==> config.mk <==
export PLATFORM = sky130hd
export DESIGN_NAME = muxbus_splitter
export DESIGN_NICKNAME = d
export VERILOG_FILES = /design/src/rtl/muxbus_pkg.sv /design/src/rtl/muxbus_addr_latch.sv /design/src/rtl/muxbus_cmd_decode.sv /design/src/rtl/muxbus_status_decode.sv /design/src/rtl/muxbus_splitter.sv
export SDC_FILE = /design/constraint.sdc
export NUM_CORES = 1
export LEC_CHECK = 0
export ABC_AREA = 1
export BUFFER_PORTS_ARGS = -buffer_cell sky130_fd_sc_hd__buf_2
export CAP_MARGIN = 10
export CORE_ASPECT_RATIO = 1.2
export CORE_UTILIZATION = 46
export CTS_CLUSTER_DIAMETER = 40
export DETAILED_ROUTE_END_ITERATION = 16
export HOLD_SLACK_MARGIN = 0.15
export PLACE_DENSITY = 0.81
export SLEW_MARGIN = 10
export SYNTH_ARGS = -nofsm -noshare
export SYNTH_HDL_FRONTEND = slang
export SYNTH_SLANG_ARGS = --single-unit
export TNS_END_PERCENT = 1
==> constraint.sdc <==
create_clock -name clk -period 1.53 [get_ports clk]
set_input_delay 0 -clock clk [delete_from_list [all_inputs] [get_ports clk]]
set_output_delay 0 -clock clk [all_outputs]
set_load 0.05 [all_outputs]
==> src/rtl/muxbus_pkg.sv <==
package muxbus_pkg;
    typedef enum logic [1:0] {
        SEG_EXTRA = 2'd0,
        SEG_STACK = 2'd1,
        SEG_CODE  = 2'd2,
        SEG_DATA  = 2'd3
    } seg_e;

    typedef struct packed {
        logic mrd_n;
        logic mwr_n;
        logic iord_n;
        logic iowr_n;
        logic oe_n;
        logic tx;
    } bus_ctl_t;

    localparam bus_ctl_t BUS_CTL_IDLE = '{mrd_n: 1'b1, mwr_n: 1'b1,
                                          iord_n: 1'b1, iowr_n: 1'b1,
                                          oe_n: 1'b1, tx: 1'b0};
endpackage

==> src/rtl/muxbus_addr_latch.sv <==
module muxbus_addr_latch #(
    parameter int ADDR_W = 20,
    parameter int DATA_W = 16,
    localparam int HI_W  = ADDR_W - DATA_W
) (
    input  logic              clk,
    input  logic              rst_n,
    input  logic              ale,
    input  logic [DATA_W-1:0] ad_lo,
    input  logic [HI_W-1:0]   ad_hi,
    output logic [ADDR_W-1:0] addr_q
);
    typedef struct packed {
        logic [ADDR_W-1:0] addr;
    } latch_st_t;

    latch_st_t st_d, st_q;

    // Pass-through while the strobe is high; freeze after it falls.
    always_comb begin
        st_d = st_q;
        if (ale) begin
            st_d.addr = {ad_hi, ad_lo};
        end
    end

    always_ff @(posedge clk) begin
        if (!rst_n) begin
            st_q <= '0;
        end else begin
            st_q <= st_d;
        end
    end

    assign addr_q = st_q.addr;

    assert_follow_R1: assert property (@(posedge clk) disable iff (!rst_n)
        ale |=> (addr_q == $past({ad_hi, ad_lo})));

    assert_hold_R2: assert property (@(posedge clk) disable iff (!rst_n)
        !ale |=> $stable(addr_q));
endmodule

==> src/rtl/muxbus_cmd_decode.sv <==
module muxbus_cmd_decode
    import muxbus_pkg::*;
(
    input  logic     clk,
    input  logic     rst_n,
    input  logic     rd_n,
    input  logic     wr_n,
    input  logic     mem_io,
    input  logic     dt_r,
    input  logic     den_n,
    output bus_ctl_t ctl_q
);
    bus_ctl_t ctl_d, ctl_r;

    always_comb begin
        ctl_d = BUS_CTL_IDLE;
        // Exactly one strobe active selects exactly one command.
        if (!rd_n && wr_n) begin
            if (mem_io) ctl_d.mrd_n  = 1'b0;
            else        ctl_d.iord_n = 1'b0;
        end else if (rd_n && !wr_n) begin
            if (mem_io) ctl_d.mwr_n  = 1'b0;
            else        ctl_d.iowr_n = 1'b0;
        end
        ctl_d.oe_n = den_n;
        ctl_d.tx   = dt_r;
    end

    always_ff @(posedge clk) begin
        if (!rst_n) begin
            ctl_r <= BUS_CTL_IDLE;
        end else begin
            ctl_r <= ctl_d;
        end
    end

    assign ctl_q = ctl_r;

    assert_one_cmd_R4: assert property (@(posedge clk) disable iff (!rst_n)
        $countones({~ctl_r.mrd_n, ~ctl_r.mwr_n, ~ctl_r.iord_n, ~ctl_r.iowr_n}) <= 1);

    assert_idle_R5: assert property (@(posedge clk) disable iff (!rst_n)
        (rd_n && wr_n) |=> (ctl_r.mrd_n && ctl_r.mwr_n && ctl_r.iord_n && ctl_r.iowr_n));

    assert_read_R3: assert property (@(posedge clk) disable iff (!rst_n)
        (!rd_n && wr_n && mem_io) |=> !ctl_r.mrd_n);

    assert_xcvr_R6: assert property (@(posedge clk) disable iff (!rst_n)
        den_n |=> ctl_r.oe_n);
endmodule

==> src/rtl/muxbus_status_decode.sv <==
module muxbus_status_decode #(
    parameter int HI_W  = 4,
    parameter int SEG_W = 2,
    localparam int NSEG = 1 << SEG_W
) (
    input  logic             clk,
    input  logic             rst_n,
    input  logic             ale,
    input  logic [HI_W-1:0]  ad_hi,
    output logic [SEG_W-1:0] seg_q,
    output logic [NSEG-1:0]  hot_q,
    output logic             ie_q
);
    typedef struct packed {
        logic [SEG_W-1:0] seg;
        logic [NSEG-1:0]  hot;
        logic             ie;
    } stat_st_t;

    stat_st_t st_d, st_q;
    logic [NSEG-1:0] hot_next;

    for (genvar i = 0; i < NSEG; i++) begin : g_hot
        assign hot_next[i] = (ad_hi[SEG_W-1:0] == SEG_W'(i));
    end

    // Status occupies the upper lines only outside the address phase.
    always_comb begin
        st_d = st_q;
        if (!ale) begin
            st_d.seg = ad_hi[SEG_W-1:0];
            st_d.hot = hot_next;
            st_d.ie  = ad_hi[SEG_W];
        end
    end

    always_ff @(posedge clk) begin
        if (!rst_n) begin
            st_q     <= '0;
            st_q.hot <= NSEG'(1);
        end else begin
            st_q <= st_d;
        end
    end

    assign seg_q = st_q.seg;
    assign hot_q = st_q.hot;
    assign ie_q  = st_q.ie;

    assert_hot_R7: assert property (@(posedge clk) disable iff (!rst_n)
        $countones(hot_q) == 1);

    assert_seg_R7: assert property (@(posedge clk) disable iff (!rst_n)
        !ale |=> (seg_q == $past(ad_hi[SEG_W-1:0])));

    assert_hold_R8: assert property (@(posedge clk) disable iff (!rst_n)
        ale |=> ($stable(seg_q) && $stable(ie_q) && $stable(hot_q)));
endmodule

==> src/rtl/muxbus_splitter.sv <==
module muxbus_splitter
    import muxbus_pkg::*;
#(
    parameter int ADDR_W = 20,
    parameter int DATA_W = 16,
    parameter int SEG_W  = 2,
    localparam int HI_W  = ADDR_W - DATA_W,
    localparam int NSEG  = 1 << SEG_W
) (
    input  logic              clk,
    input  logic              rst_n,
    input  logic [DATA_W-1:0] ad_lo,
    input  logic [HI_W-1:0]   ad_hi,
    input  logic              ale,
    input  logic              rd_n,
    input  logic              wr_n,
    input  logic              mem_io,
    input  logic              dt_r,
    input  logic              den_n,
    output logic [ADDR_W-1:0] lat_addr,
    output logic [SEG_W-1:0]  seg_id,
    output logic [NSEG-1:0]   seg_hot,
    output logic              int_en,
    output logic              mrd_n,
    output logic              mwr_n,
    output logic              iord_n,
    output logic              iowr_n,
    output logic              xcvr_oe_n,
    output logic              xcvr_tx
);
    bus_ctl_t ctl;

    muxbus_addr_latch #(.ADDR_W(ADDR_W), .DATA_W(DATA_W)) i_latch (
        .clk(clk), .rst_n(rst_n), .ale(ale),
        .ad_lo(ad_lo), .ad_hi(ad_hi), .addr_q(lat_addr)
    );

    muxbus_cmd_decode i_cmd (
        .clk(clk), .rst_n(rst_n), .rd_n(rd_n), .wr_n(wr_n),
        .mem_io(mem_io), .dt_r(dt_r), .den_n(den_n), .ctl_q(ctl)
    );

    muxbus_status_decode #(.HI_W(HI_W), .SEG_W(SEG_W)) i_stat (
        .clk(clk), .rst_n(rst_n), .ale(ale), .ad_hi(ad_hi),
        .seg_q(seg_id), .hot_q(seg_hot), .ie_q(int_en)
    );

    assign mrd_n     = ctl.mrd_n;
    assign mwr_n     = ctl.mwr_n;
    assign iord_n    = ctl.iord_n;
    assign iowr_n    = ctl.iowr_n;
    assign xcvr_oe_n = ctl.oe_n;
    assign xcvr_tx   = ctl.tx;

    assert_tx_R6: assert property (@(posedge clk) disable iff (!rst_n)
        1'b1 |=> (xcvr_tx == $past(dt_r)));
endmodule

==> metrics.md <==
| Metric | Value |
|---|---|
| Cell-by-cell trace of the critical path | `dlygate4sd3_1 > clkbuf_4 > nand2_1 > nor2_1 > nand2_1 > dlygate4sd3_1` |
| Worst-path maximum fanout | `25` |
| H-Tree Depth | `2` |
| Run status | `finished, final reports clean` |
| Slowest stage delay, CP | `0.57 ns` |
| R2r setup slk | `0.29 ns` |
| Count of flip-flops with a built-in enable after synthesis | `0` |
| Master cell of the clock root buffer | `clkbuf_4` |
| Worst EP required | `1.75 ns` |
| Layout cells sized above 1 | `33.06%` |
| Largest area contributor in the netlist | `dfxtp_1` |
| Number of violations of the max-capacitance limit | `0` |
| Startpoint of the lowest-slack hold path | `ale` |
| Setup repair after global routing missed its margin | `false` |
| DRT iter0 DRCs | `24` |
| Launch point of the worst reg-to-reg path | `i_latch.addr_q[7]$_SDFFE_PN0P_` |
| Vertical die dimension | `56.86 um` |
| Largest net degree at the start of global routing | `26` |
| Count leader, synth | `nor2_1` |
| Floorplan die area | `0.002713 mm^2` |
| Combinational share of power | `25.5%` |
| Slowest stage cell, crit path | `dlygate4sd3_1` |
| Final instance area | `0.001977 mm^2` |
| Deepest clock path buffer count | `2` |
| Sum of overflow across all layers after global routing | `0` |
| Most numerous cell types in the synthesized netlist | `40 x nor2_1, 33 x dfxtp_1, 15 x o21ai_0` |
| Switching power as a share of total power | `33.19%` |
| Shortest clock period the worst path allows after layout | `1.478 ns` |
| Endpoint of the worst hold path | `i_stat.hot_q[3]$_SDFFE_PN0N_` |
| Wire length reported by the detailed router | `3.347 mm` |
| Filler Cell Count | `150` |
| Initial antenna violation count | `0` |
| Die Width | `47.72 um` |
| Utilization after layout | `84.86%` |
| Proportion of netlist area held by the largest area contributor | `57.27%` |
| Count of input and output buffers | `60` |
| Starting density of the core | `49.52%` |
| IR drop worst, VDD | `0.8689 mV` |
| # DRC | `0` |
| Number of global-route vias before repair | `1269` |
| Critical Setup Path Class | `in2reg` |
| Net switching component of the power | `0.0006275 W` |
| Syn nets | `163` |
| TritonCTS clock tree | `built` |
| Later-pin clock latency in the skew report | `0.33 ns` |
| Worst hold margin | `0.2142 ns` |
| Area after DPL | `0.001439 mm^2` |
| Internal cell power | `0.001263 W` |
| Area contributors post-synth | `dfxtp_1 57%, nor2_1 13%, o21ai_0 6.5%, a21oi_2 3.8%, nand2_1 3.3%` |
| P&R area growth vs syn | `71.37%` |
| Final cycle utilization of the critical path | `96.57%` |
| Most frequently used flop master after synthesis | `dfxtp_1` |
| Fmax | `676.8 MHz` |
| Hold Vio Cnt, Final | `0` |
| Share of async-settable or async-resettable flops after synthesis | `0%` |
| Final nets | `272` |
| Kind of path behind the tightest hold check | `in2reg` |
| Antenna-violating nets left | `0` |
| Distinct cell type count after synthesis | `17` |
| Number of cells on the worst reg-to-reg path | `3` |
| CTS clk-pin slew, worst paths | `0.11 ns` |
| Last weighted congestion value of the routability-driven placer | `0.7779` |
| Site Rows | `19` |
| Number of sinks handled by clock tree synthesis | `33` |
| Sequential cell area fraction in the yosys report | `57.27%` |
| CTS buffer count | `5` |
| Area inside the core boundary | `0.002330 mm^2` |
| Slew margin rel. | `72.77%` |
| # setup viols final | `0` |
| Category of the worst setup path launch point | `input pin` |
| Clock tree skew after final layout | `0 ns` |
| CP Capture Type | `flip-flop` |
| Post-synthesis cell count | `135` |
| Relative contribution of sequential cells to total power | `49.4%` |
| Wire per inst | `12.13 um` |
| Half-perimeter wire length of the detailed placement result | `1.673 mm` |
| Static leakage | `0.9778 nW` |
| Post-synthesis average cell area | `8.545 um^2` |
| Worst R2R End | `i_latch.addr_q[7]$_SDFFE_PN0P_` |
| Total number of vias | `1285` |
| Crit path arrival time | `1.70 ns` |
| IO Pins | `61` |
| Final-layout setup total negative slack | `0 ns` |
| Power Density | `956.3 mW/mm^2` |
| Transition time at the pin with the least slew margin | `0.4079 ns` |
| GRT Resource Usage Total | `27.06%` |
| Vias per cell | `4.656` |
| Clock share of power | `25.1%` |
| First-pass GRT wire length | `5.161 mm` |
| Cell area after technology mapping | `0.001154 mm^2` |
| Synth warnings | `0` |
| Antenna fix cells | `0` |
| Pins Over Slew Limit | `0` |
| Number of synthesized register bits | `33` |
| Router iterations before antenna repair | `4` |
| Cell depth of the worst hold path | `4` |
[power by group through the flow]
stage	Clock [W]	Sequential [W]	Combinational, W
floorplan	0	0.00113	0.0000962
global placement	0	0.000952	0.000364
detailed placement	0	0.000954	0.000370
CTS	0.000482	0.000934	0.000471
global route	0.000517	0.000941	0.000514
finish	0.000474	0.000935	0.000482
[through the flow]
stage,setup WS (ns),power (W),cells
after floorplan,0.6215,0.001229,135
after global placement,0.7165,0.001316,220
after detailed placement,0.6735,0.001323,220
after CTS,0.07425,0.001887,276
after global routing,0.001247,0.001972,276
final,0.05250,0.001891,276
[cells in the final DEF (no fill, tap or decap), types with 5 or more instances in the layout]
master / n
dlygate4sd3_1: 48
nand2_2: 5
o21ai_0: 15
o21ai_1: 6
nor2_1: 40
clkbuf_4: 6
a21oi_2: 5
dfxtp_1: 33
nand2_1: 10
buf_2: 59
[final cells by class]
type / count / area (um^2) / area share, %
clock buffer: 5 / 37.54 / 1.899
clock inverter: 3 / 17.52 / 0.8861
inverter: 6 / 22.52 / 1.139
multi-input combinational: 89 / 409.1 / 20.70
sequential: 33 / 660.6 / 33.42
tap: 31 / 38.79 / 1.962
timing repair buffer: 109 / 790.8 / 40.00
[layer usage]
layer  wire (um)  part of all wire, %  up-vias  track usage, %
met2        1817                   54       41           47.49
li1            -                    -      648               -
met4          61                  1.8        0           13.49
met1        1321                   39      589           27.33
met5           0                    0        -               0
met3         146                  4.4        7           7.074
[logic make-up (layout without fill, tap and decap cells)]
group	count (synthesis)	in the layout	share of synthesized area, %
buffers and inverters	13	123	7.266
AND/OR/NAND/NOR	60	60	21.26
flip-flops	33	33	57.27
AO/OA/AOI/OAI	29	29	14.21
[what timing repair did]
item | in CTS | in global routing
endpoints found under the setup margin | 0 | 6
resized for setup | 0 | 1
hold buffers | 48 | 0
endpoints found under the hold margin | 33 | 0
buffers inserted | 0 | 0
[registers in the layout, summed over array words and instances, names as in the netlist]
name and count:
i_latch.addr_q 20, i_cmd.ctl_q 6, i_stat.seg_q 2, i_stat.hot_q 4, i_stat.ie_q 1
[how the worst max path moves through the flow]
stage	startpoint	to	slack [ns]	cells after the start
after CTS	rst_n	i_cmd.ctl_q[2]$_SDFF_PP1_	0.07	6
after global routing	rst_n	i_cmd.ctl_q[4]$_SDFF_PP1_	0.001	6
after floorplan	i_latch.addr_q[16]$_SDFFE_PN0P_	i_latch.addr_q[16]$_SDFFE_PN0P_	0.62	2
final	rst_n	i_cmd.ctl_q[4]$_SDFF_PP1_	0.05	6
after detailed placement	ale	i_stat.hot_q[3]$_SDFFE_PN0N_	0.67	4
after global placement	ale	i_stat.hot_q[3]$_SDFFE_PN0N_	0.72	4
[worst max-delay path, delay by kind of cell]
| family | cells | cell delay (ns) |
|---|---|---|
| buffers and inverters | 3 | 1.39 |
| and+or+nand+nor | 3 | 0.31 |
Note: power is estimated with default switching activity, not from simulation.
